===== src/rtl/lfe_pkg.sv =====
package lfe_pkg;

    localparam int SMP_W = 8;

    typedef enum logic {
        SEEK_PEAK   = 1'b0,
        SEEK_TROUGH = 1'b1
    } trk_mode_e;

    typedef struct packed {
        logic [SMP_W-1:0] high;
        logic [SMP_W-1:0] high_hys;
        logic [SMP_W-1:0] low_hys;
        logic [SMP_W-1:0] low;
    } thr_set_t;

    // clip a signed intermediate into the unsigned sample range
    function automatic logic [SMP_W-1:0] clip_u(input logic signed [SMP_W+1:0] v);
        logic signed [SMP_W+1:0] top;
        top = $signed({2'b00, {SMP_W{1'b1}}});
        if (v < 0)
            return '0;
        else if (v > top)
            return '1;
        else
            return v[SMP_W-1:0];
    endfunction

endpackage


===== src/rtl/lfe_iir_lowpass.sv =====
module lfe_iir_lowpass
    import lfe_pkg::*;
#(
    parameter int FRAC_W   = 8,
    parameter int ALPHA_SH = 2,
    parameter int STAGES   = 2
) (
    input  logic             clk,
    input  logic             rst,
    input  logic [SMP_W-1:0] x_in,
    output logic [SMP_W-1:0] y_out
);
    localparam int ACC_W = SMP_W + FRAC_W;
    localparam int DIF_W = ACC_W + 2;

    logic [ACC_W-1:0] st_q  [STAGES];
    logic [ACC_W-1:0] st_in [STAGES];

    // each section: acc += (in - acc) >>> ALPHA_SH, floor rounding
    for (genvar g = 0; g < STAGES; g++) begin : g_stage
        logic [ACC_W-1:0]        acc_q;
        logic signed [DIF_W-1:0] dlt;

        if (g == 0) begin : g_head
            assign st_in[g] = {x_in, {FRAC_W{1'b0}}};
        end else begin : g_chain
            assign st_in[g] = st_q[g-1];
        end

        assign dlt = $signed({2'b00, st_in[g]}) - $signed({2'b00, acc_q});

        always_ff @(posedge clk) begin
            if (rst)
                acc_q <= '0;
            else
                acc_q <= ACC_W'($signed({2'b00, acc_q}) + (dlt >>> ALPHA_SH));
        end

        assign st_q[g] = acc_q;
    end

    logic [ACC_W:0] rnd;
    assign rnd   = {1'b0, st_q[STAGES-1]} + (ACC_W+1)'(1 << (FRAC_W-1));
    assign y_out = rnd[ACC_W] ? '1 : rnd[ACC_W-1:FRAC_W];

endmodule


===== src/rtl/lfe_envelope_tracker.sv =====
module lfe_envelope_tracker
    import lfe_pkg::*;
(
    input  logic             clk,
    input  logic             rst,
    input  logic [SMP_W-1:0] f_in,
    input  logic [SMP_W-1:0] gap_in,
    output logic [SMP_W-1:0] env_max,
    output logic [SMP_W-1:0] env_min
);
    trk_mode_e        mode_q;
    logic [SMP_W-1:0] cand_q, max_q, min_q;
    logic             fall_far, rise_far;

    assign fall_far = ({1'b0, f_in} + {1'b0, gap_in}) < {1'b0, cand_q};
    assign rise_far = {1'b0, f_in} > ({1'b0, cand_q} + {1'b0, gap_in});

    always_ff @(posedge clk) begin
        if (rst) begin
            mode_q <= SEEK_PEAK;
            cand_q <= '0;
            max_q  <= '1;
            min_q  <= '0;
        end else begin
            unique case (mode_q)
                SEEK_PEAK: begin
                    if (fall_far) begin
                        max_q  <= cand_q;
                        mode_q <= SEEK_TROUGH;
                        cand_q <= f_in;
                    end else if (f_in > cand_q) begin
                        cand_q <= f_in;
                    end
                end
                SEEK_TROUGH: begin
                    if (rise_far) begin
                        min_q  <= cand_q;
                        mode_q <= SEEK_PEAK;
                        cand_q <= f_in;
                    end else if (f_in < cand_q) begin
                        cand_q <= f_in;
                    end
                end
                default: mode_q <= SEEK_PEAK;
            endcase
        end
    end

    assign env_max = max_q;
    assign env_min = min_q;


    env_order_chk: assert property (@(posedge clk) disable iff (rst)
        max_q >= min_q);


    max_commit_chk: assert property (@(posedge clk) disable iff (rst)
        (max_q != $past(max_q)) |-> (mode_q == SEEK_TROUGH && $past(mode_q) == SEEK_PEAK));


    min_commit_chk: assert property (@(posedge clk) disable iff (rst)
        (min_q != $past(min_q)) |-> (mode_q == SEEK_PEAK && $past(mode_q) == SEEK_TROUGH));

endmodule


===== src/rtl/lfe_threshold_gen.sv =====
module lfe_threshold_gen
    import lfe_pkg::*;
#(
    parameter int HYS_MARGIN = 8
) (
    input  logic [SMP_W-1:0] env_max,
    input  logic [SMP_W-1:0] env_min,
    output thr_set_t         thr
);
    localparam logic signed [SMP_W+1:0] MARG = (SMP_W+2)'(HYS_MARGIN);

    logic [SMP_W-1:0]        span;
    logic signed [SMP_W+1:0] mx, mn, qtr, hlf;

    always_comb begin
        span = (env_max >= env_min) ? (env_max - env_min) : '0;
        mx   = $signed({2'b00, env_max});
        mn   = $signed({2'b00, env_min});
        qtr  = $signed({2'b00, span >> 2});
        hlf  = $signed({2'b00, span >> 1});
        thr.high     = clip_u(mx - qtr);
        thr.high_hys = clip_u(mx - hlf + MARG);
        thr.low_hys  = clip_u(mn + hlf - MARG);
        thr.low      = clip_u(mn + qtr);
    end

endmodule


===== src/rtl/lfe_edge_classifier.sv =====
module lfe_edge_classifier
    import lfe_pkg::*;
(
    input  logic             clk,
    input  logic             rst,
    input  logic [SMP_W-1:0] f_in,
    input  thr_set_t         thr,
    output logic             level,
    output logic             pulse
);
    logic arm_hi_q, arm_lo_q;
    logic above_hi, below_lo;

    assign above_hi = f_in > thr.high;
    assign below_lo = f_in < thr.low;

    always_ff @(posedge clk) begin
        if (rst) begin
            level    <= 1'b0;
            pulse    <= 1'b0;
            arm_hi_q <= 1'b0;
            arm_lo_q <= 1'b0;
        end else begin
            pulse <= 1'b0;
            if (f_in < thr.high_hys) arm_hi_q <= 1'b1;
            if (f_in > thr.low_hys)  arm_lo_q <= 1'b1;
            if (above_hi) begin
                if (!level || arm_hi_q) pulse <= 1'b1;
                level    <= 1'b1;
                arm_hi_q <= 1'b0;
            end else if (below_lo) begin
                if (level || arm_lo_q) pulse <= 1'b1;
                level    <= 1'b0;
                arm_lo_q <= 1'b0;
            end
        end
    end


    flip_pulse_chk: assert property (@(posedge clk) disable iff (rst)
        (level != $past(level)) |-> pulse);


    pulse_width_chk: assert property (@(posedge clk) disable iff (rst)
        pulse |=> !pulse);


    rise_cause_chk: assert property (@(posedge clk) disable iff (rst)
        $rose(level) |-> $past(above_hi));


    fall_cause_chk: assert property (@(posedge clk) disable iff (rst)
        $fell(level) |-> $past(below_lo));

endmodule


===== src/rtl/lf_edge_tracker.sv =====
module lf_edge_tracker
    import lfe_pkg::*;
#(
    parameter int FRAC_W     = 8,
    parameter int ALPHA_SH   = 2,
    parameter int STAGES     = 2,
    parameter int HYS_MARGIN = 8
) (
    input  logic             clk,
    input  logic             rst,
    input  logic [SMP_W-1:0] smp_in,
    input  logic [SMP_W-1:0] env_gap,
    output logic [SMP_W-1:0] env_max,
    output logic [SMP_W-1:0] env_min,
    output logic [SMP_W-1:0] thr_high,
    output logic [SMP_W-1:0] thr_high_hys,
    output logic [SMP_W-1:0] thr_low_hys,
    output logic [SMP_W-1:0] thr_low,
    output logic             edge_level,
    output logic             edge_pulse
);
    logic [SMP_W-1:0] filt;
    thr_set_t         thr;

    lfe_iir_lowpass #(
        .FRAC_W  (FRAC_W),
        .ALPHA_SH(ALPHA_SH),
        .STAGES  (STAGES)
    ) u_lpf (
        .clk  (clk),
        .rst  (rst),
        .x_in (smp_in),
        .y_out(filt)
    );

    lfe_envelope_tracker u_env (
        .clk    (clk),
        .rst    (rst),
        .f_in   (filt),
        .gap_in (env_gap),
        .env_max(env_max),
        .env_min(env_min)
    );

    lfe_threshold_gen #(
        .HYS_MARGIN(HYS_MARGIN)
    ) u_thr (
        .env_max(env_max),
        .env_min(env_min),
        .thr    (thr)
    );

    lfe_edge_classifier u_cls (
        .clk  (clk),
        .rst  (rst),
        .f_in (filt),
        .thr  (thr),
        .level(edge_level),
        .pulse(edge_pulse)
    );

    assign thr_high     = thr.high;
    assign thr_high_hys = thr.high_hys;
    assign thr_low_hys  = thr.low_hys;
    assign thr_low      = thr.low;


    thr_order_chk: assert property (@(posedge clk) disable iff (rst)
        thr.high >= thr.low);

endmodule


===== config.mk =====
export PLATFORM = sky130hd
export DESIGN_NAME = lf_edge_tracker
export DESIGN_NICKNAME = d
export VERILOG_FILES = /design/src/rtl/lfe_pkg.sv /design/src/rtl/lfe_iir_lowpass.sv /design/src/rtl/lfe_envelope_tracker.sv /design/src/rtl/lfe_threshold_gen.sv /design/src/rtl/lfe_edge_classifier.sv /design/src/rtl/lf_edge_tracker.sv
export SDC_FILE = /design/constraint.sdc
export NUM_CORES = 1
export LEC_CHECK = 0
export ABC_CLOCK_PERIOD_IN_PS = 8750
export BUFFER_PORTS_ARGS = -buffer_cell sky130_fd_sc_hd__buf_2
export CORE_MARGIN = 2
export CORE_UTILIZATION = 49
export DETAILED_ROUTE_END_ITERATION = 16
export PLACE_DENSITY = 0.65
export SLEW_MARGIN = 40
export SYNTH_ARGS = -nofsm -noshare
export SYNTH_HDL_FRONTEND = slang
export SYNTH_HIERARCHICAL = 1
export SYNTH_SLANG_ARGS = --single-unit

===== constraint.sdc =====
create_clock -name clk -period 8.75 [get_ports clk]
set_input_delay 0.875 -clock clk [delete_from_list [all_inputs] [get_ports clk]]
set_output_delay 0.875 -clock clk [all_outputs]
set_load 0.05 [all_outputs]

# Word level (Yosys, flattened, before mapping)
# Cells that the tools add are included.
# totals
regBits,61
# op_classes
mux,27
magnitude_cmp,17
reduce_logical,8
n_eq_ne,2
n_bitwise,1
add_sub_neg,14
# op_table
cell,n
$mux W8,14
$sub A16 B16 Y17,2
$add A16 B15 Y16,2
$gt A10 B9 Y1 const B,3
$lt A10 B1 Y1 const B,3
$gt A8 B8 Y1,3
$lt A8 B8 Y1,3
$add A8 B8 Y9,2
$add A16 B8 Y17 const B,1
$pmux W8 S2,1
$mux W1,11
$add A9 B5 Y10 const B,1
$sub A9 B4 Y10 const B,1
$add A8 B6 Y9,1
$add A8 B7 Y9,1
$gt A8 B9 Y1,1
$gt A9 B9 Y1 const B,1
$lt A9 B1 Y1 const B,1
$lt A9 B8 Y1,1
$sub A8 B6 Y9,1
$sub A8 B7 Y9,1
$ge A8 B8 Y1,1
$sub A8 B8 Y8,1
$reduce_and A2 Y1,3
other kinds (8),9

# Logic depth before layout (Yosys ltp)
# logic_depth
word_depth,11
depth_mapped,28

# Modules after synthesis
# Netlist, hierarchy kept.
# by_module_without_submodules
module,n_inst,cells_per_inst,seq_area_each_um2,area_each_um2
lfe_iir_lowpass,1,405,640.6,3220.6
lfe_threshold_gen,1,304,0.0,2242.2
lfe_envelope_tracker,1,232,500.5,2169.6
lfe_edge_classifier,1,118,80.1,947.2

# Worst setup path after synthesis
# No wires, ideal clock.
# synth_path
path_kind,flip-flop to flip-flop
startpoint,"register u_env.max_q[0], in the netlist u_env/env_max[0]"
endpoint,register u_cls.arm_hi_q
slack_ns,2.356
arrival_time_ns,6.278
setup_ns,0.116
stages_incl_launch_ff,28
cell_sequence,dfxtp_1 > inv_1 > ha_1 > fa_1 > nor2b_1 > o21ai_0 > a21boi_1 > o21a_1 > o21ai_1 > a21boi_0 > fa_1 > and2b_4 > o22ai_2 > xnor2_1 > ha_1 > nand3b_1 > a211oi_1 > a211oi_2 > a31oi_2 > mux2i_2 > o22ai_1 > inv_1 > ha_1 > o21a_1 > nor2_1 > nor4_1 > o21ai_1 > and3b_1
# synth_between
elab_chain_cells,8
# synth_rtl
item,line,text
start: declaration,lfe_envelope_tracker.sv:12,"logic [SMP_W-1:0] cand_q, max_q, min_q;"
start signal: assignment,lfe_envelope_tracker.sv:28,max_q <= cand_q;
$sub A8 B8 Y8 or $ge A8 B8 Y1 (tied branches),lfe_threshold_gen.sv:16,span = (env_max >= env_min) ? (env_max - env_min) : '0;
$mux W8,lfe_threshold_gen.sv:16,
$sub A8 B7 Y9 *,lfe_threshold_gen.sv:22,thr.high_hys = clip_u(mx - hlf + MARG);
$add A9 B5 Y10 *,lfe_threshold_gen.sv:22,
$gt A10 B9 Y1,lfe_pkg.sv:23,else if (v > top)
$mux W8,lfe_pkg.sv:23,
$mux W8 *,lfe_pkg.sv:21,if (v < 0)
named net thr_high_hys[3],lf_edge_tracker.sv:16,"output logic [SMP_W-1:0] thr_high_hys,"
$lt A8 B8 Y1 *,lfe_edge_classifier.sv:25,if (f_in < thr.high_hys) arm_hi_q <= 1'b1;
end signal: assignment,lfe_edge_classifier.sv:21,arm_hi_q <= 1'b0;
end signal: assignment,lfe_edge_classifier.sv:25,
end signal: assignment,lfe_edge_classifier.sv:30,arm_hi_q <= 1'b0;
end: declaration,lfe_edge_classifier.sv:11,"logic arm_hi_q, arm_lo_q;"
# The timed path passes the listed nets; every way through them passes the cells marked *.
# A chain may end at the register's enable or synchronous reset.

# Worst setup path after layout
# layout_path
startpoint,"register u_env.max_q[0], in the netlist u_env/env_max[0]"
endpoint,output thr_high_hys[0]
# layout_between
elab_chain_cells,7
# layout_rtl
item,line
$sub A8 B8 Y8 or $ge A8 B8 Y1 (tied branches),lfe_threshold_gen.sv:16
$mux W8,lfe_threshold_gen.sv:16
$sub A8 B7 Y9 *,lfe_threshold_gen.sv:22
$add A9 B5 Y10 *,lfe_threshold_gen.sv:22
$gt A10 B9 Y1,lfe_pkg.sv:23
$mux W8,lfe_pkg.sv:23
$mux W8 *,lfe_pkg.sv:21
end: declaration,lf_edge_tracker.sv:16
# Every way passes the cells marked *; elsewhere a longest branch is shown, timed or not.

==> impl_metrics.ini <==
[yosys]
seq_area_frac_synth = 0.1423
synth_top_area_share = 0.2435
ys_seq_elements = 61
avgSynthCellArea_sq_um = 8.101
synthArstFlopShare = 0
ys.flop_type = dfxtp_1
synth_edf_count = 0
synth_largest_area_cell = ha_1
synthTopCellsByArea = ha_1, dfxtp_1, xnor2_1
netlist_area_sq_um = 8579
ys_types = 90
synth_warnings = 6
synth_cells = 1059
yosysMostFrequentCell = ha_1
yosys-top-cells-count = ha_1, inv_1, nor2_1, a21oi_1, dfxtp_1
synth_nets = 1253

[drt]
drc = 0
vias_per_cell = 5.609
postRouteWirelength_um = 21260
final_antenna_net_count = 0
drt_iter0_drc = 491
wl_per_cell_um = 15.69
drt_pass1_iterations = 5
vias = 7600

[clock_tree]
clkSinkCount = 61
max-clock-path-buffers = 2
hold_buffers = 0
numCtsBuffers = 9
cts_setup_buffers = 0
htree_num_levels = 3
post_cts_resize_count = 0
cts_root_buf = clkbuf_16
clkLatencyLatePin_ns = 0.33
clk_pin_slew_ns = 0.06
cts_tree = done

[finish]
multi_input_area_sq_um = 6850
drive_gt1_frac = 0.1204
area_growth_pct = 10.50
num-fill-cells = 1694
final_util = 0.5500
fin_nets = 1319
seqCellArea_sq_um = 1221
diodes = 0

[place]
gp_congestion = 0.9344
hpwl_um = 16940
numPortBuffers = 67

[timing]
min_period_over_period = 0.7439
hold_viol_final = 0
timing.final.crit_period_ns = 6.510
hold_ws_ns = 0.5252
worst_pin_slew_ns = 0.7750
fin_setup_tns_ns = 0
clock.fmax_mhz = 153.6
setup_viol = 0
skew_ns = 0.008095
grt_setup_unrepaired = false
finalMaxSlewViolations = 0
slew_headroom = 0.4817

[global_routing]
grt_max_degree = 70
grt_antenna_before_repair = 0
use_met1 = 0.3429
grt_usage = 0.2349
top_usage_layer = met2
use_met3 = 0.03281
grt_pass1_vias = 6975
grt_pass1_wl_um = 34940
grtUsageMet2 = 0.3691
grt-ovfl-total = 0

[setup_path]
end_kind = output port
max_stage_delay_ns = 0.57
worst_path_dominant_cell_family = compound AO/OA/AOI/OAI gates
path_max_fanout = 7
cp_data_arrival_time_ns = 5.63
required_ns = 7.88
reg2reg_depth = 26
criticalPathCategory = flop to output port
cp_slowest_cell = a21boi_0
start_kind = flop
cp.depth = 21
worst-path-buf-inv = 2
path_cells = inv_1 > ha_1 > fa_1 > nor2b_1 > o21ai_0 > a21boi_1 > o21a_1 > o21ai_1 > a21boi_0 > fa_1 > and2b_4 > o22ai_2 > xnor2_1 > ha_1 > nand3b_1 > a211oi_1 > a211oi_2 > a31oi_2 > mux2i_2 > o22ai_1 > buf_2

[floorplan]
fp.coreArea_sq_um = 17240
num_rows = 48
io_pins = 68
die_area_sq_um = 18580
start_util = 0.4977
die_w_um = 136.3
die_y_um = 136.3

[job]
max_cap_viol_count = 0

[outcome]
status = completed

[min_path]
min_path_cells = 2
timing.hold.worst.class = flop to flop
## worst paths after layout
kind	start	slack (ns)	end
setup / recovery	u_env/env_max[0]$_SDFFE_PP1P_	2.24	thr_high_hys[0]
hold / removal	u_cls/level$_SDFFE_PP0P_	0.53	u_cls/level$_SDFFE_PP0P_
setup reg to reg	u_env/env_max[0]$_SDFFE_PP1P_	2.76	u_cls/arm_hi_q$_SDFFE_PP0N_
hold reg to reg	u_cls/level$_SDFFE_PP0P_	0.53	u_cls/level$_SDFFE_PP0P_
## per-stage QoR
| stage | setup slack [ns] | cell area (sq um) | std cells |
|---|---|---|---|
| 6_report | 2.240 | 9480 | 1355 |
| 5_1_grt | 1.770 | 9480 | 1355 |
| 4_1_cts | 2.250 | 9480 | 1355 |
| 3_5_place_dp | 2.623 | 9139 | 1339 |
| 3_3_place_gp | 2.796 | 9139 | 1339 |
| 2_1_floorplan | 2.356 | 8579 | 1059 |
## per-layer routing
layer,up-vias,share of wire
li1,3918,-
met1,3534,0.51
met2,137,0.44
met3,11,0.044
met5,-,0
met4,0,0.0070
## logic make-up after synthesis
kind of cell	after synthesis	share of synthesized area
xor+xnor	83	0.08473
simple gates	308	0.1887
compound gates	278	0.2310
buf+inv	129	0.05921
mux	24	0.02946
flops	61	0.1423
fa+ha+maj	176	0.2645
## tightest hold or removal path: stages (launching register included)
cell      delay, ns
dfxtp_1        0.34
nand2b_1       0.08
a21oi_1        0.06
## final cells by class
class,instances,area share
clock buffers,12,0.02600
repair buffers,70,0.03775
multi-input cells,869,0.7226
well taps,225,0.02970
clock inverters,4,0.01003
flip-flops and latches,61,0.1288
inverters,114,0.04514
## cell usage in the layout (no fill, tap or decap), types with 4 or more instances in the layout
cell type and n:
o21bai_1 8, xor2_1 33, or2_2 8, inv_1 114, a211oi_1 11, nand2_1 51, a21o_1 24, nor2b_1 32
or3_1 6, clkbuf_16 9, nor3_1 21, dfxtp_1 61, mux2i_1 19, xnor2_1 50, a211o_1 12, a21boi_0 7
a21oi_2 5, o21ai_0 36, and3_1 8, nor2_1 93, nand4_1 11, fa_1 9, o21a_1 17, a31oi_1 6
o21ai_1 10, a21oi_1 84, o211ai_1 6, nand4b_1 4, buf_2 67, o22ai_1 5, nand2b_1 25, nand3_1 15
o31ai_1 4, or2b_1 8, ha_1 167
## sequential cells by signal, summed over array words and instances, names as in the netlist
name / count
u_cls/arm_lo_q: 1
u_lpf/g_stage.acc_q: 32
u_env/env_max: 8
u_cls/level: 1
u_cls/pulse: 1
u_cls/arm_hi_q: 1
u_env/env_min: 8
u_env/cand_q: 8
u_env/mode_q: 1
Power is not shown: default switching activity piles up to over one toggle a cycle in this logic, so the estimate is an artifact.
